`src/rtl/ssi_pkg.sv`:
```
package ssi_pkg;

  // Strobes from the control to the datapath; at most one is active per cycle
  typedef struct packed {
    logic latch;   // copy holding word into shift register
    logic shift;   // drive next bit, advance shift register
    logic drvLow;  // extra pulse seen: hold line low
    logic goIdle;  // timeout: release line high
  } ssiStb_t;

  typedef enum logic [1:0] {
    ST_IDLE  = 2'd0,
    ST_SHIFT = 2'd1,
    ST_TAIL  = 2'd2
  } ssiState_t;

endpackage

```
`src/rtl/ssi_ctrl.sv`:
```
module ssi_ctrl
  import ssi_pkg::*;
#(
  parameter int DATA_W      = 24,
  parameter int TIMEOUT_CYC = 200,
  parameter int SYNC_STAGES = 2
) (
  input  logic    clk,
  input  logic    rstN,
  input  logic    sclkIn,
  output ssiStb_t stb
);

  localparam int CNT_W = $clog2(DATA_W + 1);
  localparam int TMR_W = $clog2(TIMEOUT_CYC + 1);
  localparam logic [CNT_W-1:0] BIT_LAST = CNT_W'(DATA_W);
  localparam logic [TMR_W-1:0] TMR_LAST = TMR_W'(TIMEOUT_CYC - 1);

  // Synchronizer chain plus one history flop for edge detection
  logic [SYNC_STAGES:0] syncQ;
  logic sclkNow, sclkPrev, fallSeen, riseSeen, anyEdge, timerDone;

  ssiState_t state, stateNxt;
  logic [CNT_W-1:0] bitCnt;
  logic [TMR_W-1:0] idleTmr;

  always_ff @(posedge clk or negedge rstN) begin
    if (!rstN) syncQ <= '1;
    else       syncQ <= {syncQ[SYNC_STAGES-1:0], sclkIn};
  end

  assign sclkNow   = syncQ[SYNC_STAGES-1];
  assign sclkPrev  = syncQ[SYNC_STAGES];
  assign fallSeen  = sclkPrev & ~sclkNow;
  assign riseSeen  = ~sclkPrev & sclkNow;
  assign anyEdge   = fallSeen | riseSeen;
  assign timerDone = (idleTmr == TMR_LAST);

  always_comb begin
    stb      = '0;
    stateNxt = state;
    unique case (state)
      ST_IDLE: begin
        if (fallSeen) begin
          stb.latch = 1'b1;
          stateNxt  = ST_SHIFT;
        end
      end
      ST_SHIFT: begin
        if (riseSeen) begin
          if (bitCnt == BIT_LAST) begin
            stb.drvLow = 1'b1;
            stateNxt   = ST_TAIL;
          end else begin
            stb.shift = 1'b1;
          end
        end else if (!anyEdge && timerDone) begin
          stb.goIdle = 1'b1;
          stateNxt   = ST_IDLE;
        end
      end
      ST_TAIL: begin
        if (!anyEdge && timerDone) begin
          stb.goIdle = 1'b1;
          stateNxt   = ST_IDLE;
        end
      end
      default: stateNxt = ST_IDLE;
    endcase
  end

  always_ff @(posedge clk or negedge rstN) begin
    if (!rstN) begin
      state   <= ST_IDLE;
      bitCnt  <= '0;
      idleTmr <= '0;
    end else begin
      state <= stateNxt;
      if (stb.latch || stb.goIdle) bitCnt <= '0;
      else if (stb.shift)          bitCnt <= bitCnt + 1'b1;
      if (state == ST_IDLE || anyEdge || stb.goIdle) idleTmr <= '0;
      else if (!timerDone)                           idleTmr <= idleTmr + 1'b1;
    end
  end

endmodule

```
`src/rtl/ssi_dpath.sv`:
```
module ssi_dpath
  import ssi_pkg::*;
#(
  parameter int DATA_W = 24
) (
  input  logic              clk,
  input  logic              rstN,
  input  ssiStb_t           stb,
  input  logic              loadValid,
  input  logic [DATA_W-1:0] loadData,
  output logic              loadReady,
  output logic              sdoOut
);

  logic [DATA_W-1:0] holdReg, shiftReg;
  logic sdoReg, accept;

  // The holding register is busy only in the snapshot cycle
  assign loadReady = ~stb.latch;
  assign accept    = loadValid & loadReady;
  assign sdoOut    = sdoReg;

  always_ff @(posedge clk or negedge rstN) begin
    if (!rstN) holdReg <= '0;
    else if (accept) holdReg <= loadData;
  end

  always_ff @(posedge clk or negedge rstN) begin
    if (!rstN) begin
      shiftReg <= '0;
      sdoReg   <= 1'b1;
    end else begin
      if (stb.latch) begin
        shiftReg <= holdReg;
      end else if (stb.shift) begin
        sdoReg   <= shiftReg[DATA_W-1];
        shiftReg <= {shiftReg[DATA_W-2:0], 1'b0};
      end
      if (stb.drvLow) sdoReg <= 1'b0;
      if (stb.goIdle) sdoReg <= 1'b1;
    end
  end

endmodule

```
`src/rtl/ssi_slave.sv`:
```
module ssi_slave
  import ssi_pkg::*;
#(
  parameter int DATA_W      = 24,
  parameter int TIMEOUT_CYC = 200,
  parameter int SYNC_STAGES = 2
) (
  input  logic              clk,
  input  logic              rstN,
  input  logic              sclkIn,
  input  logic              loadValid,
  input  logic [DATA_W-1:0] loadData,
  output logic              loadReady,
  output logic              sdoOut
);

  ssiStb_t stb;

  ssi_ctrl #(
    .DATA_W(DATA_W), .TIMEOUT_CYC(TIMEOUT_CYC), .SYNC_STAGES(SYNC_STAGES)
  ) u_ctrl (
    .clk(clk), .rstN(rstN), .sclkIn(sclkIn), .stb(stb)
  );

  ssi_dpath #(.DATA_W(DATA_W)) u_dpath (
    .clk(clk), .rstN(rstN), .stb(stb),
    .loadValid(loadValid), .loadData(loadData),
    .loadReady(loadReady), .sdoOut(sdoOut)
  );

endmodule

```
`config.mk`:
```
export PLATFORM = sky130hd
export DESIGN_NAME = ssi_slave
export DESIGN_NICKNAME = d
export VERILOG_FILES = /design/src/rtl/ssi_pkg.sv /design/src/rtl/ssi_ctrl.sv /design/src/rtl/ssi_dpath.sv /design/src/rtl/ssi_slave.sv
export SDC_FILE = /design/constraint.sdc
export NUM_CORES = 1
export LEC_CHECK = 0
export BUFFER_PORTS_ARGS = -buffer_cell sky130_fd_sc_hd__buf_2
export CAP_MARGIN = 5
export CORE_AREA = 2 2 79 81
export CTS_CLUSTER_DIAMETER = 30
export DETAILED_ROUTE_END_ITERATION = 8
export DIE_AREA = 0 0 81 83
export PLACE_DENSITY = 0.75
export SLEW_MARGIN = 10
export SYNTH_ARGS = -nofsm -noshare
export SYNTH_HDL_FRONTEND = slang
export SYNTH_SLANG_ARGS = --single-unit
```
`constraint.sdc`:
```
create_clock -name clk -period 2.1 [get_ports clk]
set_clock_uncertainty 0.1 [all_clocks]
set_input_delay 0.315 -clock clk [delete_from_list [all_inputs] [get_ports clk]]
set_output_delay 0.315 -clock clk [all_outputs]
set_load 0.005 [all_outputs]
```
### Word-level counts from Yosys, hierarchy flattened

Index checks and enable logic that the tools add are counted.

* bits in registers: 67
* output and inout port bits: 2
* input bits: 28
* logic and storage cells: 59

* equal/unequal tests: 8
* reductions and logical operators: 11
* bitwise operators: 7
* mux-type cells: 24
* add/subtract/negate cells: 2

Operators by type and width (number)
* 24-bit two-way mux: 2
* 8-bit two-way mux: 2
* 2-bit two-way mux: 6
* 1-bit two-way mux: 10
* 5-bit two-way mux: 2
* 8-bit by 1-bit adder with 8-bit output (second input constant): 1
* 8-bit == test (second input constant): 1
* 3-bit != test (second input constant): 2
* 2-bit case mux with 3 select lines: 1
* 5-bit by 1-bit adder with 5-bit output (second input constant): 1
* 5-bit == test (second input constant): 1
* 2-bit AND reduction: 2
* 2-bit nonzero test: 2
* 1-bit AND: 3
* 1-bit logical OR: 3
* 1-bit NOT: 3
* 3-bit nonzero test: 1
* 2-bit by 1-bit == test with 1-bit output (second input constant): 1
* 2-bit == test (second input constant): 1
* 2-bit zero test: 1
* 2-bit by 1-bit != test with 1-bit output (second input constant): 1
* 2-bit != test (second input constant): 1
* 1-bit case mux with 2 select lines: 1
* 1-bit logical AND: 1
* other kinds (2): 2

### Logic depth before layout (Yosys ltp)

Gate-level depths: netlist of run 1.

* word-level depth: 10
* gate-level depth with buffers: 7
* gate-level depth less buffers: 6

### By module

Synthesis of run 1 repeated with hierarchy kept, for this count alone.

* cell total of the unflattened synthesis: 264
* area, all modules: 3160.5 um^2

Modules (own cells, without submodules)
* ssi_dpath: instances 1, cells an instance 162, sequential area each 1227.4 um^2, area an instance 2128.3 um^2
* ssi_ctrl: instances 1, cells an instance 102, sequential area each 454.2 um^2, area an instance 1032.2 um^2

### Worst setup path after synthesis of run 1

Ideal clock, no wire load.

* kind: flip-flop to flip-flop
* start: register u_ctrl.syncQ[1]
* end: register u_dpath.holdReg[0]
* path buffers: 2
* period minus slack after synthesis: 1.858 ns
* arrival time: 1.632 ns
* slack: 0.242 ns
* cell stages (with the launch flop): 8
* required time: 1.875 ns
* setup time: 0.125 ns
* cell sequence: dfstp_2 -> inv_1 -> ha_1 -> nand2_2 -> and2_1 -> buf_6 -> buf_6 -> mux2_4

* word-level cells in the longest chain between the ends: 6

RTL lines
* from (decl): RTL line ssi_ctrl.sv:20 `logic [SYNC_STAGES:0] syncQ;`
* from (signal assigned): RTL line ssi_ctrl.sv:29 `else syncQ <= {syncQ[SYNC_STAGES-1:0], sclkIn};`
* 1-bit NOT: RTL line ssi_ctrl.sv:34 `assign fallSeen = sclkPrev & ~sclkNow;`
* 1-bit AND: RTL line ssi_ctrl.sv:34
* 1-bit two-way mux: RTL line ssi_ctrl.sv:44 `if (fallSeen) begin`
* 1-bit two-way mux: RTL line ssi_ctrl.sv:42 `unique case (state)`
* 1-bit NOT: RTL line ssi_dpath.sv:19 `assign loadReady = ~stb.latch;`
* 1-bit AND: RTL line ssi_dpath.sv:20 `assign accept = loadValid & loadReady;`
* to (signal assigned): RTL line ssi_dpath.sv:25 `else if (accept) holdReg <= loadData;`
* to (decl): RTL line ssi_dpath.sv:15 `logic [DATA_W-1:0] holdReg, shiftReg;`

Every way passes these cells.
A chain may end at the register's enable or synchronous reset.

### Final worst setup path of run 1

* start: register u_ctrl.syncQ[1]
* end: output loadReady

* word-level cells in the longest chain between the ends: 5

RTL lines
* 1-bit NOT: RTL line ssi_ctrl.sv:34
* 1-bit AND: RTL line ssi_ctrl.sv:34
* 1-bit two-way mux: RTL line ssi_ctrl.sv:44
* 1-bit two-way mux: RTL line ssi_ctrl.sv:42
* 1-bit NOT: RTL line ssi_dpath.sv:19
* to (decl): RTL line ssi_slave.sv:13 `output logic loadReady,`

Every way passes these cells.

==> impl_metrics.env, run 1 <==
export IMPL_outcome="finished, final reports clean"
export IMPL_hp_class="in -> reg"
export IMPL_hpwl_um=3960
export IMPL_top_level_ports=30
export IMPL_max_clock_path_buffers=2
export IMPL_postLayoutSetupSlackWorst_ns=0.112
export IMPL_tightestPinTransition_ns=0.357
export IMPL_cts_root_buf="sky130_fd_sc_hd__clkbuf_8"
export IMPL_layout_cells_most_common_list="sky130_fd_sc_hd__dfrtp_1 (63), sky130_fd_sc_hd__nand2_1 (56), sky130_fd_sc_hd__nor2_1 (35)"
export IMPL_timing_critical_path_from_type="flop"
export IMPL_post_layout_min_period_ns=1.99
export IMPL_drt_wirelength_per_cell_um=14.7
export IMPL_route_layer_met1_wl_um=2670
export IMPL_cp_startpoint="u_ctrl.syncQ[1]"
export IMPL_number_of_global_route_vias_before_repair=2178
export IMPL_h_tree_depth=3
export IMPL_worstHoldStart="loadData[12]"
export IMPL_syn_cell_area_um2=3100
export IMPL_drc=0
export IMPL_dp_cells=387
export IMPL_post_cts_repair_setup_buffers=0
export IMPL_clk_insertion_delay_late_ns=0.35
export IMPL_first_iter_violations=132
export IMPL_layout_cells_non_filler=405
export IMPL_final_layout_size_suffix_gt1_frac=0.273
export IMPL_weighted_congestion_reported_at_the_end_of_routability_driven_placement=0.909
export IMPL_achievable_clock_frequency_mhz=503
export IMPL_cts_tree="done"
export IMPL_place_port_buffers=29
export IMPL_routed_via_density=5.37
export IMPL_synth_avg_cell_area_um2=10.9
export IMPL_static_power_due_to_leakage_uw=0.00168
export IMPL_synthToLayoutAreaGrowth_pct=16.9
export IMPL_synth_seq_cells=67
export IMPL_fin_tns_setup_ns=0
export IMPL_global_route_wire_length_before_repair_um=10200
export IMPL_grt_remaining_overflow=0
export IMPL_hold_violations=0
export IMPL_pwr_dens_nw_per_um2=969
export IMPL_mappedNetlistNets=321
export IMPL_irDropWorstVdd_mv=0.732
export IMPL_ant_nets=0
export IMPL_yosysWarningCount=0
export IMPL_met2_length_um=2930
export IMPL_worst_setup_path_end_kind="output pin"
export IMPL_chipWidth_um=81
export IMPL_grt_max_degree=68
export IMPL_dr_max_layer_used="met4"
export IMPL_initial_core_util=0.533
export IMPL_dpl_worst_slack_ns=0.213
export IMPL_number_of_buffers_created_by_cts=9
export IMPL_final_min_period_over_clock_period=0.947
export IMPL_antenna_violations_before_repair=0
export IMPL_cts_sinks=67
export IMPL_place_area_um2=3370
export IMPL_synth_seq_area_share=0.542
export IMPL_layout_commonest_cell="sky130_fd_sc_hd__dfrtp_1"
export IMPL_vias=2176
export IMPL_clkTransAtPathRegs_ns=0.07
export IMPL_detailroute_wirelength_met3_um=267
export IMPL_slew_headroom=0.762
export IMPL_finish_instance_area_um2=3620
export IMPL_grt_setup_unrepaired="false"
export IMPL_die_h_um=83
export IMPL_number_of_endpoints_failing_setup_at_the_final_stage=0
export IMPL_criticalPathCategory="reg -> out"
export IMPL_coreArea_um2=5820
export IMPL_insertedDiodeCount=0
export IMPL_fp_dieArea_um2=6720
export IMPL_grt_util_all_layers=0.199
export IMPL_power_uw=3510
export IMPL_worstPathArrival_ns=1.57
export IMPL_final_max_slew_viol_count=0
export IMPL_syn_inst=284
export IMPL_worst_path_max_fanout=27
export IMPL_timing_critical_path_required_ns=1.68
export IMPL_fin_nets=362
export IMPL_row_count=28
export IMPL_r2r_start="u_ctrl.syncQ[1]"
export IMPL_synthDistinctLibCells=36
export IMPL_max_cap_violations=0
export IMPL_drt_pre_antenna_iters=5
export IMPL_postRouteWirelength_um=5940
==> where the power goes <==
part | switching, uW | internal [uW]
clock | 482 | 732
sequential | 152 | 1560
combinational | 288 | 303
==> final timing paths <==
path | to | slack (ns) | depth (start not counted)
worst min-delay path | u_dpath.holdReg[12] | 0.09 | 2
worst max-delay path | loadReady | 0.11 | 5
min in group asynchronous | u_ctrl.idleTmr[4] | 0.41 | 3
max in group asynchronous | u_ctrl.syncQ[1] | 1.17 | 3
worst min register to register | u_ctrl.syncQ[1] | 0.26 | 0
worst max register to register | u_dpath.holdReg[7] | 0.23 | 6
==> synth_stat cells, drive strengths merged <==
| cell type | number | area [um2] |
|---|---|---|
| xnor2 | 5 | 43.8 |
| dfrtp | 63 | 1580 |
| nor3 | 3 | 20.0 |
| a41oi | 1 | 8.76 |
| o211ai | 3 | 22.5 |
| nor4b | 1 | 15.0 |
| nand3 | 6 | 35.0 |
| nand4 | 4 | 25.0 |
| a21oi | 2 | 10.0 |
| nand4b | 1 | 8.76 |
| a31oi | 24 | 150 |
| clkbuf | 5 | 18.8 |
| nor2b | 3 | 18.8 |
| mux2i | 1 | 10.0 |
| inv | 7 | 26.3 |
| o2111ai | 1 | 8.76 |
| o21ai | 6 | 37.5 |
| nand2 | 57 | 216 |
| and2 | 3 | 18.8 |
| and4b | 1 | 10.0 |
| buf | 7 | 58.8 |
| and3 | 2 | 12.5 |
| xor2 | 4 | 35.0 |
| or4 | 1 | 7.51 |
| nor2 | 36 | 143 |
| mux2 | 24 | 345 |
| ha | 9 | 113 |
| dfstp | 4 | 105 |
==> repair_timing <==
action                                  4_1_cts  5_1_grt
hold endpoints to repair                     64        0
endpoints found under the setup margin        1        1
resized for setup                             1        1
hold buffers                                  2        0
==> logic make-up (layout without fill, tap and decap cells) <==
| kind of cell | Yosys count | after routing | share of synthesized area |
|---|---|---|---|
| and+or+nand+nor | 118 | 118 | 0.171 |
| adders and majority gates | 9 | 9 | 0.0363 |
| buffers and inverters | 19 | 65 | 0.0335 |
| DFF | 67 | 67 | 0.542 |
| xor gates and xnor gates | 9 | 9 | 0.0254 |
| muxes | 25 | 25 | 0.115 |
| AOI/OAI and AO/OA | 37 | 37 | 0.0767 |
==> area by class of cell <==
cell class,count,area [um2]
clock inverters,4,72.6
repair buffers,42,280
flip-flops and latches,67,1680
multi-input cells,198,1320
fillers,491,2190
inverters,7,26.3
clock buffers,12,155
well taps,75,93.8
==> worst max-delay path, stage by stage, from the launching register on <==
cell,delay (ns)
sky130_fd_sc_hd__dfstp_2,0.55
sky130_fd_sc_hd__inv_1,0.04
sky130_fd_sc_hd__ha_1,0.21
sky130_fd_sc_hd__nand2_2,0.10
sky130_fd_sc_hd__buf_8,0.19
sky130_fd_sc_hd__buf_2,0.14
==> flip-flops by register name (all words and copies together), names as in the netlist <==
signal / flops
u_dpath.shiftReg: 24
u_ctrl.idleTmr: 8
u_dpath.holdReg: 24
u_dpath.sdoOut: 1
u_ctrl.syncQ: 3
u_ctrl.bitCnt: 5
u_ctrl.state: 2
==> metal layers <==
layer / vias up / global-route usage
met4: 0 / 0.0755
met2: 44 / 0.298
met1: 1076 / 0.264
met5: - / 0
li1: 1049 / -
met3: 7 / 0.0707
==> stage by stage <==
step | hold slack (ns) | util
2_1_floorplan | -0.0806 | -
3_3_place_gp | 0.248 | 0.579
3_5_place_dp | 0.258 | 0.579
4_1_cts | 0.0787 | 0.623
5_1_grt | 0.0750 | 0.623
6_report | 0.0919 | 0.623
Power figures use the tool's default switching activity.
==> run 2: changes to the inputs <==
--- a/config.mk
+++ b/config.mk
@@ -7,11 +7,11 @@
 export LEC_CHECK = 0
 export BUFFER_PORTS_ARGS = -buffer_cell sky130_fd_sc_hd__buf_2
 export CAP_MARGIN = 5
-export CORE_AREA = 2 2 79 81
+export CORE_AREA = 2 2 90 71
 export CTS_CLUSTER_DIAMETER = 30
 export DETAILED_ROUTE_END_ITERATION = 8
-export DIE_AREA = 0 0 81 83
-export PLACE_DENSITY = 0.75
+export DIE_AREA = 0 0 92 73
+export PLACE_DENSITY = 0.69
 export SLEW_MARGIN = 10
 export SYNTH_ARGS = -nofsm -noshare
 export SYNTH_HDL_FRONTEND = slang
==> run 2 against run 1 <==
Compared with the run above:
- setup slack worse by 0.0020 ns
- register-to-register slack worse by 0.02 ns
- clock-buffer cell count down 1
- first-iteration DRC count fell by 3.0%
- fmax is essentially flat
- sequential power is essentially flat
- sequential share of layout area rose by 0.14 points
==> impl_metrics.env, run 2 (same netlist as run 1, synthesis figures left out) <==
export IMPL_layout_cells_most_common_list="sky130_fd_sc_hd__dfrtp_1 (63), sky130_fd_sc_hd__nand2_1 (56), sky130_fd_sc_hd__nor2_1 (35)"
export IMPL_route_layer_met1_wl_um=2860
export IMPL_die_h_um=73
export IMPL_met2_length_um=2730
export IMPL_postRouteWirelength_um=5840
export IMPL_cpMaxStageDelayCell="sky130_fd_sc_hd__dfstp_2"
export IMPL_post_layout_min_period_ns=1.99
export IMPL_number_of_global_route_vias_before_repair=2038
export IMPL_worstHoldStart="loadData[17]"
export IMPL_fin_tns_setup_ns=0
export IMPL_global_route_wire_length_before_repair_um=9790
export IMPL_post_cts_repair_setup_buffers=0
export IMPL_chipWidth_um=92
export IMPL_worstPathArrival_ns=1.58
export IMPL_h_tree_depth=3
export IMPL_grt_setup_unrepaired="false"
export IMPL_initial_core_util=0.522
export IMPL_irDropWorstVdd_mv=0.545
export IMPL_weighted_congestion_reported_at_the_end_of_routability_driven_placement=0.758
export IMPL_final_layout_size_suffix_gt1_frac=0.268
export IMPL_coreArea_um2=5940
export IMPL_hold_violations=0
export IMPL_timing_critical_path_from_type="flop"
export IMPL_clk_insertion_delay_late_ns=0.34
export IMPL_routed_via_density=5.26
export IMPL_rr_worst_depth=7
export IMPL_number_of_endpoints_failing_setup_at_the_final_stage=0
export IMPL_pwr_dens_nw_per_um2=927
export IMPL_hold_path_cell_count=2
export IMPL_timing_critical_path_required_ns=1.68
export IMPL_fin_nets=360
export IMPL_layout_commonest_cell="sky130_fd_sc_hd__dfrtp_1"
export IMPL_first_iter_violations=128
export IMPL_hp_class="in -> reg"
export IMPL_slew_headroom=0.665
export IMPL_timing_critical_path_cells="inv_1 > ha_1 > nand2_2 > buf_12 > buf_2"
export IMPL_place_port_buffers=29
export IMPL_outcome="finished, final reports clean"
export IMPL_antenna_violations_before_repair=0
export IMPL_worst_path_max_fanout=35
export IMPL_achievable_clock_frequency_mhz=503
export IMPL_setup_reg_to_reg_worst_slack_ns=0.21
export IMPL_final_max_slew_viol_count=0
export IMPL_static_power_due_to_leakage_uw=0.00167
export IMPL_vias=2152
export IMPL_synthToLayoutAreaGrowth_pct=16.5
export IMPL_holdPathEnd="u_dpath.holdReg[17]"
export IMPL_final_min_period_over_clock_period=0.948
export IMPL_place_area_um2=3390
export IMPL_cts_root_buf="sky130_fd_sc_hd__clkbuf_8"
export IMPL_drc=0
export IMPL_number_of_buffers_created_by_cts=9
export IMPL_largest_registers="u_dpath.holdReg x24, u_dpath.shiftReg x24, u_ctrl.idleTmr x8"
export IMPL_dr_max_layer_used="met4"
export IMPL_finish_instance_area_um2=3610
export IMPL_cts_tree="done"
export IMPL_tightestPinTransition_ns=0.503
export IMPL_worst_r2r_endpoint="u_dpath.shiftReg[12]"
export IMPL_criticalPathCategory="reg -> out"
export IMPL_max_clock_path_buffers=2
export IMPL_insertedDiodeCount=0
export IMPL_max_cap_violations=0
export IMPL_top_level_ports=30
export IMPL_ant_nets=0
export IMPL_hpwl_um=3910
export IMPL_dp_cells=391
export IMPL_clkTransAtPathRegs_ns=0.07
export IMPL_layout_cells_non_filler=409
export IMPL_detailroute_wirelength_met3_um=232
export IMPL_drt_wirelength_per_cell_um=14.3
export IMPL_row_count=25
export IMPL_worst_setup_path_end_kind="output pin"
export IMPL_r2r_start="u_ctrl.syncQ[2]"
export IMPL_fp_dieArea_um2=6720
export IMPL_grt_max_degree=48
export IMPL_grt_util_all_layers=0.188
export IMPL_grt_remaining_overflow=0
export IMPL_critical_path_max_stage_delay_ns=0.55
export IMPL_cts_sinks=67
export IMPL_drt_pre_antenna_iters=5
==> run 2: layout make-up <==
class	count	area, um2
fillers	521	2330
flip-flops and latches	67	1680
multi-input cells	198	1320
repair buffers	40	295
clock buffers	11	141
well taps	81	101
clock inverters	5	52.6
inverters	7	26.3
==> run 2: stage by stage <==
stage	util	hold slack [ns]	setup WS (ns)	power (uW)
CTS	0.607	0.0855	0.0224	3380
finish	0.608	0.101	0.110	3350
detailed placement	0.570	0.211	0.214	2320
global route	0.608	0.0810	0.0180	3540
global placement	0.570	0.210	0.254	2280
floorplan	-	-0.0806	0.242	2120
==> run 2: worst max-delay path by stage <==
stage | start | to | slack [ns] | cells past startpoint
2_1_floorplan | u_ctrl.syncQ[1] | u_dpath.holdReg[0] | 0.24 | 7
3_3_place_gp | u_ctrl.syncQ[1] | u_dpath.shiftReg[9] | 0.25 | 7
3_5_place_dp | u_ctrl.syncQ[1] | u_dpath.shiftReg[14] | 0.21 | 7
4_1_cts | u_ctrl.syncQ[1] | loadReady | 0.02 | 5
5_1_grt | u_ctrl.syncQ[1] | loadReady | 0.02 | 5
6_report | u_ctrl.syncQ[1] | loadReady | 0.11 | 5
==> run 2: report_power, final <==
group	switching [uW]	internal, uW
registers	152	1560
logic	284	307
clock network	475	575
total	911	2440
==> run 2: repair_timing <==
action	CTS	global route
endpoints found under the hold margin	18	0
hold buffers	2	0
endpoints found under the setup margin	1	1
gates resized for setup	1	2
pin swaps	0	0
==> run 2: layer usage <==
| layer | track usage | up-vias |
|---|---|---|
| met1 | 0.265 | 1055 |
| met3 | 0.0599 | 2 |
| met4 | 0.0448 | 0 |
| met5 | 0 | - |
| li1 | - | 1055 |
| met2 | 0.288 | 40 |
==> run 2: critical path, delay by kind of cell, from the launching register on <==
family	cells	cell delay [ns]
adder cells (fa/ha/maj)	1	0.21
AND/OR/NAND/NOR	1	0.11
buffers and inverters	3	0.37
flip-flops	1	0.55
==> run 3: changes to the inputs <==
--- a/config.mk
+++ b/config.mk
@@ -7,11 +7,11 @@
 export LEC_CHECK = 0
 export BUFFER_PORTS_ARGS = -buffer_cell sky130_fd_sc_hd__buf_2
 export CAP_MARGIN = 5
-export CORE_AREA = 2 2 90 71
+export CORE_AREA = 2 2 102 79
 export CTS_CLUSTER_DIAMETER = 30
 export DETAILED_ROUTE_END_ITERATION = 8
-export DIE_AREA = 0 0 92 73
-export PLACE_DENSITY = 0.69
+export DIE_AREA = 0 0 104 81
+export PLACE_DENSITY = 0.56
 export SLEW_MARGIN = 10
 export SYNTH_ARGS = -nofsm -noshare
 export SYNTH_HDL_FRONTEND = slang
==> run 3 against run 2 <==
Compared with the run above:
- total power increased by 0.58%
- sequential share of layout area decreased by 0.57 points
- clock-buffer cell count increased by 2
- largest cell class unchanged
==> impl_metrics.env, run 3 (same netlist as run 1, synthesis figures left out) <==
export IMPL_clkTransAtPathRegs_ns=0.07
export IMPL_tightestPinTransition_ns=0.421
export IMPL_grt_setup_unrepaired="false"
export IMPL_cts_tree="done"
export IMPL_power_switching_share=0.266
export IMPL_global_route_wire_length_before_repair_um=9670
export IMPL_drc=0
export IMPL_final_max_slew_viol_count=0
export IMPL_vias=2091
export IMPL_cpMaxStageDelayCell="sky130_fd_sc_hd__dfstp_2"
export IMPL_setup_reg_to_reg_worst_slack_ns=0.19
export IMPL_finish_instance_area_um2=3660
export IMPL_worst_path_max_fanout=27
export IMPL_share_seq_of_total_power=0.508
export IMPL_number_of_buffers_created_by_cts=9
export IMPL_static_power_due_to_leakage_uw=0.00168
export IMPL_irDropWorstVdd_mv=0.404
export IMPL_post_layout_min_period_ns=1.98
export IMPL_place_port_buffers=29
export IMPL_initial_core_util=0.410
export IMPL_grt_remaining_overflow=0
export IMPL_fp_dieArea_um2=8420
export IMPL_hpwl_um=3770
export IMPL_fin_tns_setup_ns=0
export IMPL_antenna_violations_before_repair=0
export IMPL_final_layout_size_suffix_gt1_frac=0.265
export IMPL_pwr_dens_nw_per_um2=921
export IMPL_first_iter_violations=78
export IMPL_top_level_ports=30
export IMPL_fin_nets=361
export IMPL_timing_critical_path_from_type="flop"
export IMPL_post_cts_repair_setup_buffers=0
export IMPL_drt_pre_antenna_iters=4
export IMPL_postRouteWirelength_um=5790
export IMPL_layout_cells_most_common_list="sky130_fd_sc_hd__dfrtp_1 (63), sky130_fd_sc_hd__nand2_1 (56), sky130_fd_sc_hd__nor2_1 (35)"
export IMPL_routed_via_density=4.83
export IMPL_power_net_switching_uw=895
export IMPL_ant_nets=0
export IMPL_drt_wirelength_per_cell_um=13.4
export IMPL_chipWidth_um=104
export IMPL_cp_num_buf_inv=3
export IMPL_largest_registers="u_dpath.holdReg x24, u_dpath.shiftReg x24, u_ctrl.idleTmr x8"
export IMPL_critical_path_top_delay_family="flip-flops"
export IMPL_p_int_uw=2470
export IMPL_hp_class="in -> reg"
export IMPL_synthToLayoutAreaGrowth_pct=18.0
export IMPL_max_cap_violations=0
export IMPL_grt_util_all_layers=0.150
export IMPL_hold_violations=0
export IMPL_outcome="finished, final reports clean"
export IMPL_h_tree_depth=3
export IMPL_timing_critical_path_required_ns=1.68
export IMPL_place_area_um2=3420
export IMPL_insertedDiodeCount=0
export IMPL_critical_path_max_stage_delay_ns=0.55
export IMPL_slew_headroom=0.716
export IMPL_dp_cells=416
export IMPL_share_comb_of_total_power=0.176
export IMPL_max_clock_path_buffers=2
export IMPL_criticalPathCategory="reg -> out"
export IMPL_final_min_period_over_clock_period=0.944
export IMPL_die_h_um=81
export IMPL_number_of_global_route_vias_before_repair=1898
export IMPL_coreArea_um2=7570
export IMPL_row_count=28
export IMPL_cts_sinks=67
export IMPL_clock_power_share=0.316
export IMPL_worst_setup_path_end_kind="output pin"
export IMPL_weighted_congestion_reported_at_the_end_of_routability_driven_placement=0.801
export IMPL_worstPathArrival_ns=1.57
export IMPL_clk_insertion_delay_late_ns=0.34
export IMPL_layout_commonest_cell="sky130_fd_sc_hd__dfrtp_1"
export IMPL_grt_max_degree=68
export IMPL_timing_critical_path_cells="inv_1 > ha_1 > nand2_2 > buf_12 > buf_2"
export IMPL_number_of_endpoints_failing_setup_at_the_final_stage=0
export IMPL_cts_root_buf="sky130_fd_sc_hd__clkbuf_8"
export IMPL_achievable_clock_frequency_mhz=504
export IMPL_layout_cells_non_filler=433
-- run 3: power by group through the flow --
stage                     Clock, uW  Combinational (uW)  Sequential [uW]
after detailed placement          0                 586             1730
after global placement            0                 571             1730
after global routing           1160                 671             1740
after floorplan                   0                 430             1690
after CTS                      1100                 595             1710
final                          1070                 592             1710
-- run 3: repair_timing --
action                     4_1_cts  5_1_grt
hold buffers                     2        0
resized for setup                1        3
hold endpoints to repair        64        0
setup endpoints to repair        1        5
-- run 3: metrics by stage --
step	utilization	setup WS [ns]	power [uW]	hold slack [ns]
floorplan	-	0.242	2120	-0.0806
global placement	0.453	0.264	2300	0.254
detailed placement	0.453	0.221	2310	0.258
CTS	0.481	0.0598	3410	0.0796
global route	0.483	0.0284	3570	0.0743
finish	0.483	0.118	3370	0.0997
-- run 3: area by class of cell --
class	instances	area [um2]
Clock buffer	13	159
Clock inverter	2	35.0
Fill cell	734	3910
Inverter	7	26.3
Multi-Input combinational cell	198	1320
Sequential cell	67	1680
Tap cell	105	131
Timing Repair Buffer	41	303
-- run 3: path summary, 6_finish.rpt --
check | end | start | cells after the start
min in group asynchronous | u_ctrl.bitCnt[2] | rstN | 3
hold reg to reg | u_ctrl.syncQ[1] | u_ctrl.syncQ[0] | 0
setup / recovery | loadReady | u_ctrl.syncQ[1] | 5
max in group asynchronous | u_ctrl.syncQ[0] | rstN | 3
setup reg to reg | u_dpath.holdReg[8] | u_ctrl.syncQ[1] | 6
hold / removal | u_dpath.holdReg[2] | loadData[2] | 2
-- run 3: routing by layer --
| metal | routed length (um) | up-vias | global-route usage |
|---|---|---|---|
| met2 | 2320 | 44 | 0.200 |
| met5 | 0 | - | 0 |
| met3 | 273 | 10 | 0.0594 |
| li1 | - | 1047 | - |
| met1 | 3090 | 990 | 0.219 |
| met4 | 102 | 0 | 0.0554 |
-- run 3: worst reg2reg max path: cells and delay by family, from the launching register on --
family / cells / cell delay [ns]
muxes: 1 / 0.35
and+or+nand+nor: 2 / 0.31
buffers and inverters: 2 / 0.27
DFF: 1 / 0.55
adders and majority gates: 1 / 0.22
